`config.mk`:
```
export PLATFORM = sky130hd
export DESIGN_NAME = rstctl_regs
export DESIGN_NICKNAME = d
export VERILOG_FILES = /design/src/rtl/rstctl_pkg.sv /design/src/rtl/rstctl_rsync.sv /design/src/rtl/rstctl_cause.sv /design/src/rtl/rstctl_ctrl.sv /design/src/rtl/rstctl_gpr.sv /design/src/rtl/rstctl_regs.sv
export SDC_FILE = /design/constraint.sdc
export NUM_CORES = 1
export LEC_CHECK = 0
export ABC_AREA = 1
export BUFFER_PORTS_ARGS = -buffer_cell sky130_fd_sc_hd__buf_4
export CAP_MARGIN = 20
export CORE_ASPECT_RATIO = 0.75
export CORE_MARGIN = 5
export CORE_UTILIZATION = 30
export CTS_CLUSTER_DIAMETER = 60
export CTS_CLUSTER_SIZE = 16
export DETAILED_ROUTE_END_ITERATION = 16
export GPL_ROUTABILITY_DRIVEN = 0
export GPL_TIMING_DRIVEN = 0
export PLACE_DENSITY_LB_ADDON = 0.3
export SYNTH_ARGS = -nofsm -noshare
export SYNTH_HDL_FRONTEND = slang
export SYNTH_SLANG_ARGS = --single-unit
```
`constraint.sdc`:
```
create_clock -name clk -period 7.7 [get_ports clk]
set_clock_uncertainty 0.05 [all_clocks]
set_input_delay 1.54 -clock clk [delete_from_list [all_inputs] [get_ports clk]]
set_output_delay 1.54 -clock clk [all_outputs]
set_load 0.05 [all_outputs]
```
`src/rtl/rstctl_pkg.sv`:
```
package rstctl_pkg;

  localparam int NUM_SRC = 6;
  localparam int CAUSE_W = NUM_SRC + 2;

  // source indices on src_event
  localparam int SRC_WDOG    = 0;
  localparam int SRC_TEMP    = 1;
  localparam int SRC_LOCKUP  = 2;
  localparam int SRC_SWREQ   = 3;
  localparam int SRC_DBG_HW  = 4;
  localparam int SRC_DBG_SW  = 5;

  // cause register layout: power-on at 0, source i at i+1, warm boot on top
  localparam int CAUSE_POR   = 0;
  localparam int CAUSE_WBOOT = NUM_SRC + 1;

  localparam logic [3:0] WDOG_KEY_OPEN = 4'hA;
  localparam logic [3:0] TEMP_KEY_OPEN = 4'h2;
  localparam logic [3:0] KEY_SHUT      = 4'h5;

  localparam int ADDR_CTRL  = 0;
  localparam int ADDR_CAUSE = 1;
  localparam int ADDR_GPR0  = 2;

  typedef struct packed {
    logic       periph;
    logic       core_cmd;
    logic       lockup_en;
    logic [3:0] temp_key;
    logic [3:0] wdog_key;
  } ctrl_t;

  localparam int CTRL_W = $bits(ctrl_t);

  localparam ctrl_t CTRL_DEFAULT = '{periph: 1'b0, core_cmd: 1'b0, lockup_en: 1'b1,
                                     temp_key: TEMP_KEY_OPEN, wdog_key: WDOG_KEY_OPEN};

  function automatic logic key_is_shut(input logic [3:0] key);
    return key == KEY_SHUT;
  endfunction

endpackage

```
`src/rtl/rstctl_rsync.sv`:
```
module rstctl_rsync #(
  parameter int STAGES = 2
) (
  input  logic clk,
  input  logic arst_n,
  output logic srst_n
);
  logic [STAGES-1:0] sh_q;

  always_ff @(posedge clk or negedge arst_n) begin
    if (!arst_n) sh_q <= '0;
    else         sh_q <= {sh_q[STAGES-2:0], 1'b1};
  end

  assign srst_n = sh_q[STAGES-1];
endmodule

```
`src/rtl/rstctl_cause.sv`:
```
module rstctl_cause
  import rstctl_pkg::*;
(
  input  logic               clk,
  input  logic               rst_n,
  input  logic               wr_cause,
  input  logic [CAUSE_W-1:0] wdata,
  input  logic [NUM_SRC-1:0] set_vec,
  input  logic               temp_irq,
  output logic [CAUSE_W-1:0] cause_o
);
  logic [CAUSE_W-1:0] cause_q, cause_d;
  logic [NUM_SRC:0]   clr_mask;

  always_comb begin
    clr_mask = '0;
    if (wr_cause) clr_mask = wdata[NUM_SRC:0];
    if (temp_irq) clr_mask[SRC_TEMP+1] = 1'b0;
    cause_d = cause_q;
    cause_d[NUM_SRC:0] = cause_q[NUM_SRC:0] & ~clr_mask;
    if (wr_cause) cause_d[CAUSE_WBOOT] = wdata[CAUSE_WBOOT];
    cause_d[NUM_SRC:1] = cause_d[NUM_SRC:1] | set_vec;
  end

  always_ff @(posedge clk or negedge rst_n) begin
    if (!rst_n) cause_q <= CAUSE_W'(1) << CAUSE_POR;
    else        cause_q <= cause_d;
  end

  assign cause_o = cause_q;
endmodule

```
`src/rtl/rstctl_ctrl.sv`:
```
module rstctl_ctrl
  import rstctl_pkg::*;
(
  input  logic  clk,
  input  logic  rst_n,
  input  logic  wr_ctrl,
  input  ctrl_t wdata,
  input  logic  core_done,
  output ctrl_t ctrl_o
);
  ctrl_t ctrl_q, ctrl_d;

  always_comb begin
    ctrl_d = ctrl_q;
    if (wr_ctrl) begin
      ctrl_d.wdog_key  = wdata.wdog_key;
      ctrl_d.temp_key  = wdata.temp_key;
      ctrl_d.lockup_en = wdata.lockup_en;
      ctrl_d.periph    = wdata.periph;
    end
    if (core_done) ctrl_d.core_cmd = 1'b0;
    if (wr_ctrl && wdata.core_cmd) ctrl_d.core_cmd = 1'b1;
  end

  always_ff @(posedge clk or negedge rst_n) begin
    if (!rst_n) ctrl_q <= CTRL_DEFAULT;
    else        ctrl_q <= ctrl_d;
  end

  assign ctrl_o = ctrl_q;
endmodule

```
`src/rtl/rstctl_gpr.sv`:
```
module rstctl_gpr #(
  parameter int N_GPR  = 4,
  parameter int DATA_W = 32,
  localparam int IDX_W = (N_GPR > 1) ? $clog2(N_GPR) : 1
) (
  input  logic              clk,
  input  logic              rst_n,
  input  logic              wr_en,
  input  logic [IDX_W-1:0]  idx,
  input  logic [DATA_W-1:0] wdata,
  output logic [DATA_W-1:0] rdata
);
  logic [DATA_W-1:0] gpr_q [N_GPR];

  for (genvar g = 0; g < N_GPR; g++) begin : g_word
    logic              hit;
    logic [DATA_W-1:0] word_d;
    assign hit = wr_en && (idx == IDX_W'(g));
    always_comb begin
      word_d = gpr_q[g];
      if (hit) word_d = wdata;
    end
    always_ff @(posedge clk or negedge rst_n) begin
      if (!rst_n) gpr_q[g] <= '0;
      else        gpr_q[g] <= word_d;
    end
  end

  assign rdata = gpr_q[idx];
endmodule

```
`src/rtl/rstctl_regs.sv`:
```
module rstctl_regs
  import rstctl_pkg::*;
#(
  parameter int DATA_W = 32,
  parameter int ADDR_W = 4,
  parameter int N_GPR  = 4
) (
  input  logic               clk,
  input  logic               por_n,
  input  logic               rst_n,
  input  logic               wr_en,
  input  logic [ADDR_W-1:0]  addr,
  input  logic [DATA_W-1:0]  wdata,
  output logic [DATA_W-1:0]  rdata,
  input  logic [NUM_SRC-1:0] src_event,
  input  logic               temp_irq,
  input  logic               core_rst_done,
  output logic               sys_rst_req,
  output logic               core_rst_req,
  output logic               periph_rst,
  output logic               wdog_hold
);
  localparam int GPR_IDX_W = (N_GPR > 1) ? $clog2(N_GPR) : 1;
  localparam logic [ADDR_W-1:0] A_CTRL  = ADDR_W'(ADDR_CTRL);
  localparam logic [ADDR_W-1:0] A_CAUSE = ADDR_W'(ADDR_CAUSE);
  localparam logic [ADDR_W-1:0] A_GPR0  = ADDR_W'(ADDR_GPR0);
  localparam logic [ADDR_W-1:0] A_GPREND = ADDR_W'(ADDR_GPR0 + N_GPR);

  logic por_s_n, warm_s_n;

  rstctl_rsync #(.STAGES(2)) u_sync_cold (.clk(clk), .arst_n(por_n), .srst_n(por_s_n));
  rstctl_rsync #(.STAGES(2)) u_sync_warm (.clk(clk), .arst_n(por_n & rst_n), .srst_n(warm_s_n));

  // address decode
  logic                 sel_ctrl, sel_cause, sel_gpr;
  logic [GPR_IDX_W-1:0] gpr_idx;

  assign sel_ctrl  = (addr == A_CTRL);
  assign sel_cause = (addr == A_CAUSE);
  assign sel_gpr   = (addr >= A_GPR0) && (addr < A_GPREND);
  assign gpr_idx   = GPR_IDX_W'(addr - A_GPR0);

  // control fields
  ctrl_t ctrl_q;
  logic  wdog_masked, temp_masked;

  rstctl_ctrl u_ctrl (
    .clk(clk), .rst_n(warm_s_n), .wr_ctrl(wr_en && sel_ctrl),
    .wdata(ctrl_t'(wdata[CTRL_W-1:0])), .core_done(core_rst_done), .ctrl_o(ctrl_q)
  );

  assign wdog_masked = key_is_shut(ctrl_q.wdog_key);
  assign temp_masked = key_is_shut(ctrl_q.temp_key);

  // source gating
  logic [NUM_SRC-1:0] eff_evt;
  always_comb begin
    eff_evt = src_event;
    eff_evt[SRC_WDOG]   = src_event[SRC_WDOG]   & ~wdog_masked;
    eff_evt[SRC_TEMP]   = src_event[SRC_TEMP]   & ~temp_masked;
    eff_evt[SRC_LOCKUP] = src_event[SRC_LOCKUP] & ctrl_q.lockup_en;
  end

  // cause record, survives warm reset
  logic [CAUSE_W-1:0] cause_q;

  rstctl_cause u_cause (
    .clk(clk), .rst_n(por_s_n), .wr_cause(wr_en && sel_cause),
    .wdata(wdata[CAUSE_W-1:0]), .set_vec(eff_evt), .temp_irq(temp_irq), .cause_o(cause_q)
  );

  // request and watchdog hold
  logic req_q, req_d, hold_q, hold_d;

  always_comb begin
    req_d  = |eff_evt;
    hold_d = hold_q | (src_event[SRC_WDOG] & wdog_masked);
  end

  always_ff @(posedge clk or negedge warm_s_n) begin
    if (!warm_s_n) begin
      req_q  <= 1'b0;
      hold_q <= 1'b0;
    end else begin
      req_q  <= req_d;
      hold_q <= hold_d;
    end
  end

  // retained words
  logic [DATA_W-1:0] gpr_rd;

  rstctl_gpr #(.N_GPR(N_GPR), .DATA_W(DATA_W)) u_gpr (
    .clk(clk), .rst_n(por_s_n), .wr_en(wr_en && sel_gpr),
    .idx(gpr_idx), .wdata(wdata), .rdata(gpr_rd)
  );

  // read mux
  always_comb begin
    rdata = '0;
    if (sel_ctrl)       rdata = DATA_W'(ctrl_q);
    else if (sel_cause) rdata = DATA_W'(cause_q);
    else if (sel_gpr)   rdata = gpr_rd;
  end

  assign sys_rst_req  = req_q;
  assign core_rst_req = ctrl_q.core_cmd;
  assign periph_rst   = ctrl_q.periph;
  assign wdog_hold    = hold_q;
endmodule

```
==> results.sh <==
export IMPL_status="completed"
export IMPL_final_common_cell="nand2_1"
export IMPL_fp_dieH_um=144
export IMPL_track_usage=0.173
export IMPL_worstPathRequired_ps=6110
export IMPL_io_buffer_count=82
export IMPL_drc_errors=0
export IMPL_startpoint_type="input pin"
export IMPL_finalCritPeriodShare=0.614
export IMPL_n_fill_cell=2493
export IMPL_postSynthAreaPerCell_um2=7.60
export IMPL_clk_pin_slew_ps=60
export IMPL_critPathMaxFanout=10
export IMPL_areaGrowthSynthToFinish_pct=23.0
export IMPL_regArea_um2=3840
export IMPL_ys_seq_area_frac=0.530
export IMPL_finalInstanceArea_um2=8900
export IMPL_num_rows=49
export IMPL_power_uw=2390
export IMPL_cts_repair_resized=0
export IMPL_hold_class="flop to asynchronous set/reset pin"
export IMPL_dp_cells=1342
export IMPL_yosys_area_top_type="dfrtp_1"
export IMPL_syn_area_um2=7230
export IMPL_cp_top_family="buffers and inverters"
export IMPL_hpwl_um=16000
export IMPL_max_freq_mhz=211
export IMPL_die_area_um2=27300
export IMPL_grt_remaining_overflow=0
export IMPL_final_cell_mix="nand2_1, dfrtp_1, nand3_1"
export IMPL_clkSinkCount=153
export IMPL_cts_tree="done"
export IMPL_start_util=0.303
export IMPL_hold_viol=0
export IMPL_slowest_delay_ps=480
export IMPL_drv_cap=0
export IMPL_pin_count=84
export IMPL_grt_pass1_vias=6496
export IMPL_end_kind="primary output"
export IMPL_placed_area_um2=8290
export IMPL_root_buffer="clkbuf_16"
export IMPL_worstSkewPairLatency_ps=420
export IMPL_grt_start_max_net_pins=63
export IMPL_path_class="input pin to primary output"
export IMPL_numCtsBuffers=17
export IMPL_synthDistinctLibCells=24
export IMPL_clk_path_buf_depth=2
export IMPL_routed_via_density=4.88
export IMPL_totalWireLength_um=23300
export IMPL_arrival_ps=3140
export IMPL_leakage_uw=0.00466
export IMPL_fin_crit_ps=4730
export IMPL_vias=6700
export IMPL_nNetsFinal=1103
export IMPL_timing_final_max_slew_violations=0
export IMPL_cp_num_buf_inv=4
export IMPL_synth_area_top_cells="dfrtp_1, nand2_1, nand3_1"
export IMPL_post_cts_setup_buffers=0
export IMPL_tightestPinTransition_ps=674
export IMPL_power_density_nw_per_um2=269
export IMPL_die_w_um=189
export IMPL_grt_first_pass_wirelength_um=36500
export IMPL_ant_nets=0
export IMPL_final_instance_count_excl_fill=1374
export IMPL_setup_violations=0
export IMPL_worst_path_max_delay_cell="clkbuf_1"
export IMPL_ys_seq_elements=153
export IMPL_grt_setup_unrepaired="no"
export IMPL_syn_inst=951
export IMPL_dr_pass1_iters=5
export IMPL_antenna_found_initial=1
export IMPL_irDropWorstVdd_v=0.000161
export IMPL_drt_initial_drc_count=608
export IMPL_cts_max_level=4
export IMPL_path_common_cell="buf_4"
export IMPL_wl_per_cell_um=17.0
export IMPL_core_um2=23800
export IMPL_ys_warn_count=0
export IMPL_multi_input_area_um2=3040
export IMPL_fin_tns_setup_ps=0
export IMPL_slew_headroom=0.551
export IMPL_yosys_area_top_type_share=0.512
export IMPL_path_cells="buf_4 -> buf_2 -> nor2_2 -> clkbuf_1 -> nand2_1 -> nand4_1 -> and2_1 -> buf_4"
export IMPL_drive_above_1_share=0.150
export IMPL_holdBufCountCts=0
==> layer usage <==
metal / vias to the layer above / routed length, um / global-route usage
li1: 3224 / - / -
met2: 200 / 10200 / 0.259
met3: 30 / 1360 / 0.0379
met1: 3246 / 11400 / 0.254
met4: 0 / 377 / 0.0487
met5: - / 0 / 0
==> power by group <==
| group | total (uW) | switching, uW | leakage (uW) | internal [uW] |
|---|---|---|---|---|
| Clock | 871 | 344 | 0.000282 | 527 |
| Sequential | 1060 | 93.4 | 0.00189 | 970 |
| Combinational | 460 | 296 | 0.00249 | 164 |
==> final cells by class <==
type / count / area share
Inverter: 19 / 0.00802
Timing Repair Buffer: 84 / 0.0754
Antenna cell: 1 / 0.000281
Clock buffer: 21 / 0.0518
Sequential cell: 153 / 0.431
Multi-Input combinational cell: 719 / 0.342
Buffer: 61 / 0.0321
Clock inverter: 10 / 0.0160
Tap cell: 306 / 0.0430
==> cell usage after synthesis <==
cell      count
a21oi_2       1
nor2_1        7
nand2_2       1
buf_1         2
inv_1        17
nor3_2        1
dfstp_2       5
o21bai_1      1
o21ai_1       6
nand2_1     499
nor3_1        1
and2_1       21
nand4_1      26
or2_2         1
o21ai_0       7
clkbuf_1     26
buf_4         6
dfrtp_1     148
nor2_2        1
nor2_4        1
conb_1        1
inv_2         2
nand3_1     143
buf_2        27
==> path summary, 6_finish.rpt <==
kind	startpoint	endpoint	slack (ps)	depth (start not counted)
hold reg to reg	u_sync_cold.sh_q[1]	u_cause.cause_o[4]	140	0
max in group asynchronous	u_sync_cold.sh_q[1]	u_gpr.gpr_q[21]	6520	2
setup reg to reg	u_sync_cold.sh_q[1]	u_gpr.gpr_q[21]	6520	2
min in group clk	u_sync_warm.sh_q[0]	u_sync_warm.sh_q[1]	300	0
setup / recovery	addr[1]	rdata[30]	2970	8
hold / removal	u_sync_cold.sh_q[1]	u_cause.cause_o[4]	140	0
==> stage by stage <==
stage                      util  setup slack (ps)  hold slack (ps)
after floorplan               -              3350              107
after global placement    0.345              1600              189
after detailed placement  0.348              2970              149
after CTS                 0.373              2970              159
after global routing      0.373              2860              171
final                     0.373              2970              144
==> flip-flops by register name, indices dropped and copies added (netlist names) <==
register          flops
u_cause.cause_o       8
u_gpr.gpr_q         128
u_ctrl.ctrl_o        11
sys_rst_req           1
u_sync_cold.sh_q      2
wdog_hold             1
u_sync_warm.sh_q      2
==> cell families (layout without fill, tap and decap cells) <==
group / Yosys count / count (layout) / synth area share
compound gates: 15 / 15 / 0.0112
simple gates: 702 / 702 / 0.409
buf+inv: 80 / 195 / 0.0493
flops: 153 / 153 / 0.530
other cells: 1 / 3 / 0.000519
Power figures use the tool's default switching activity.
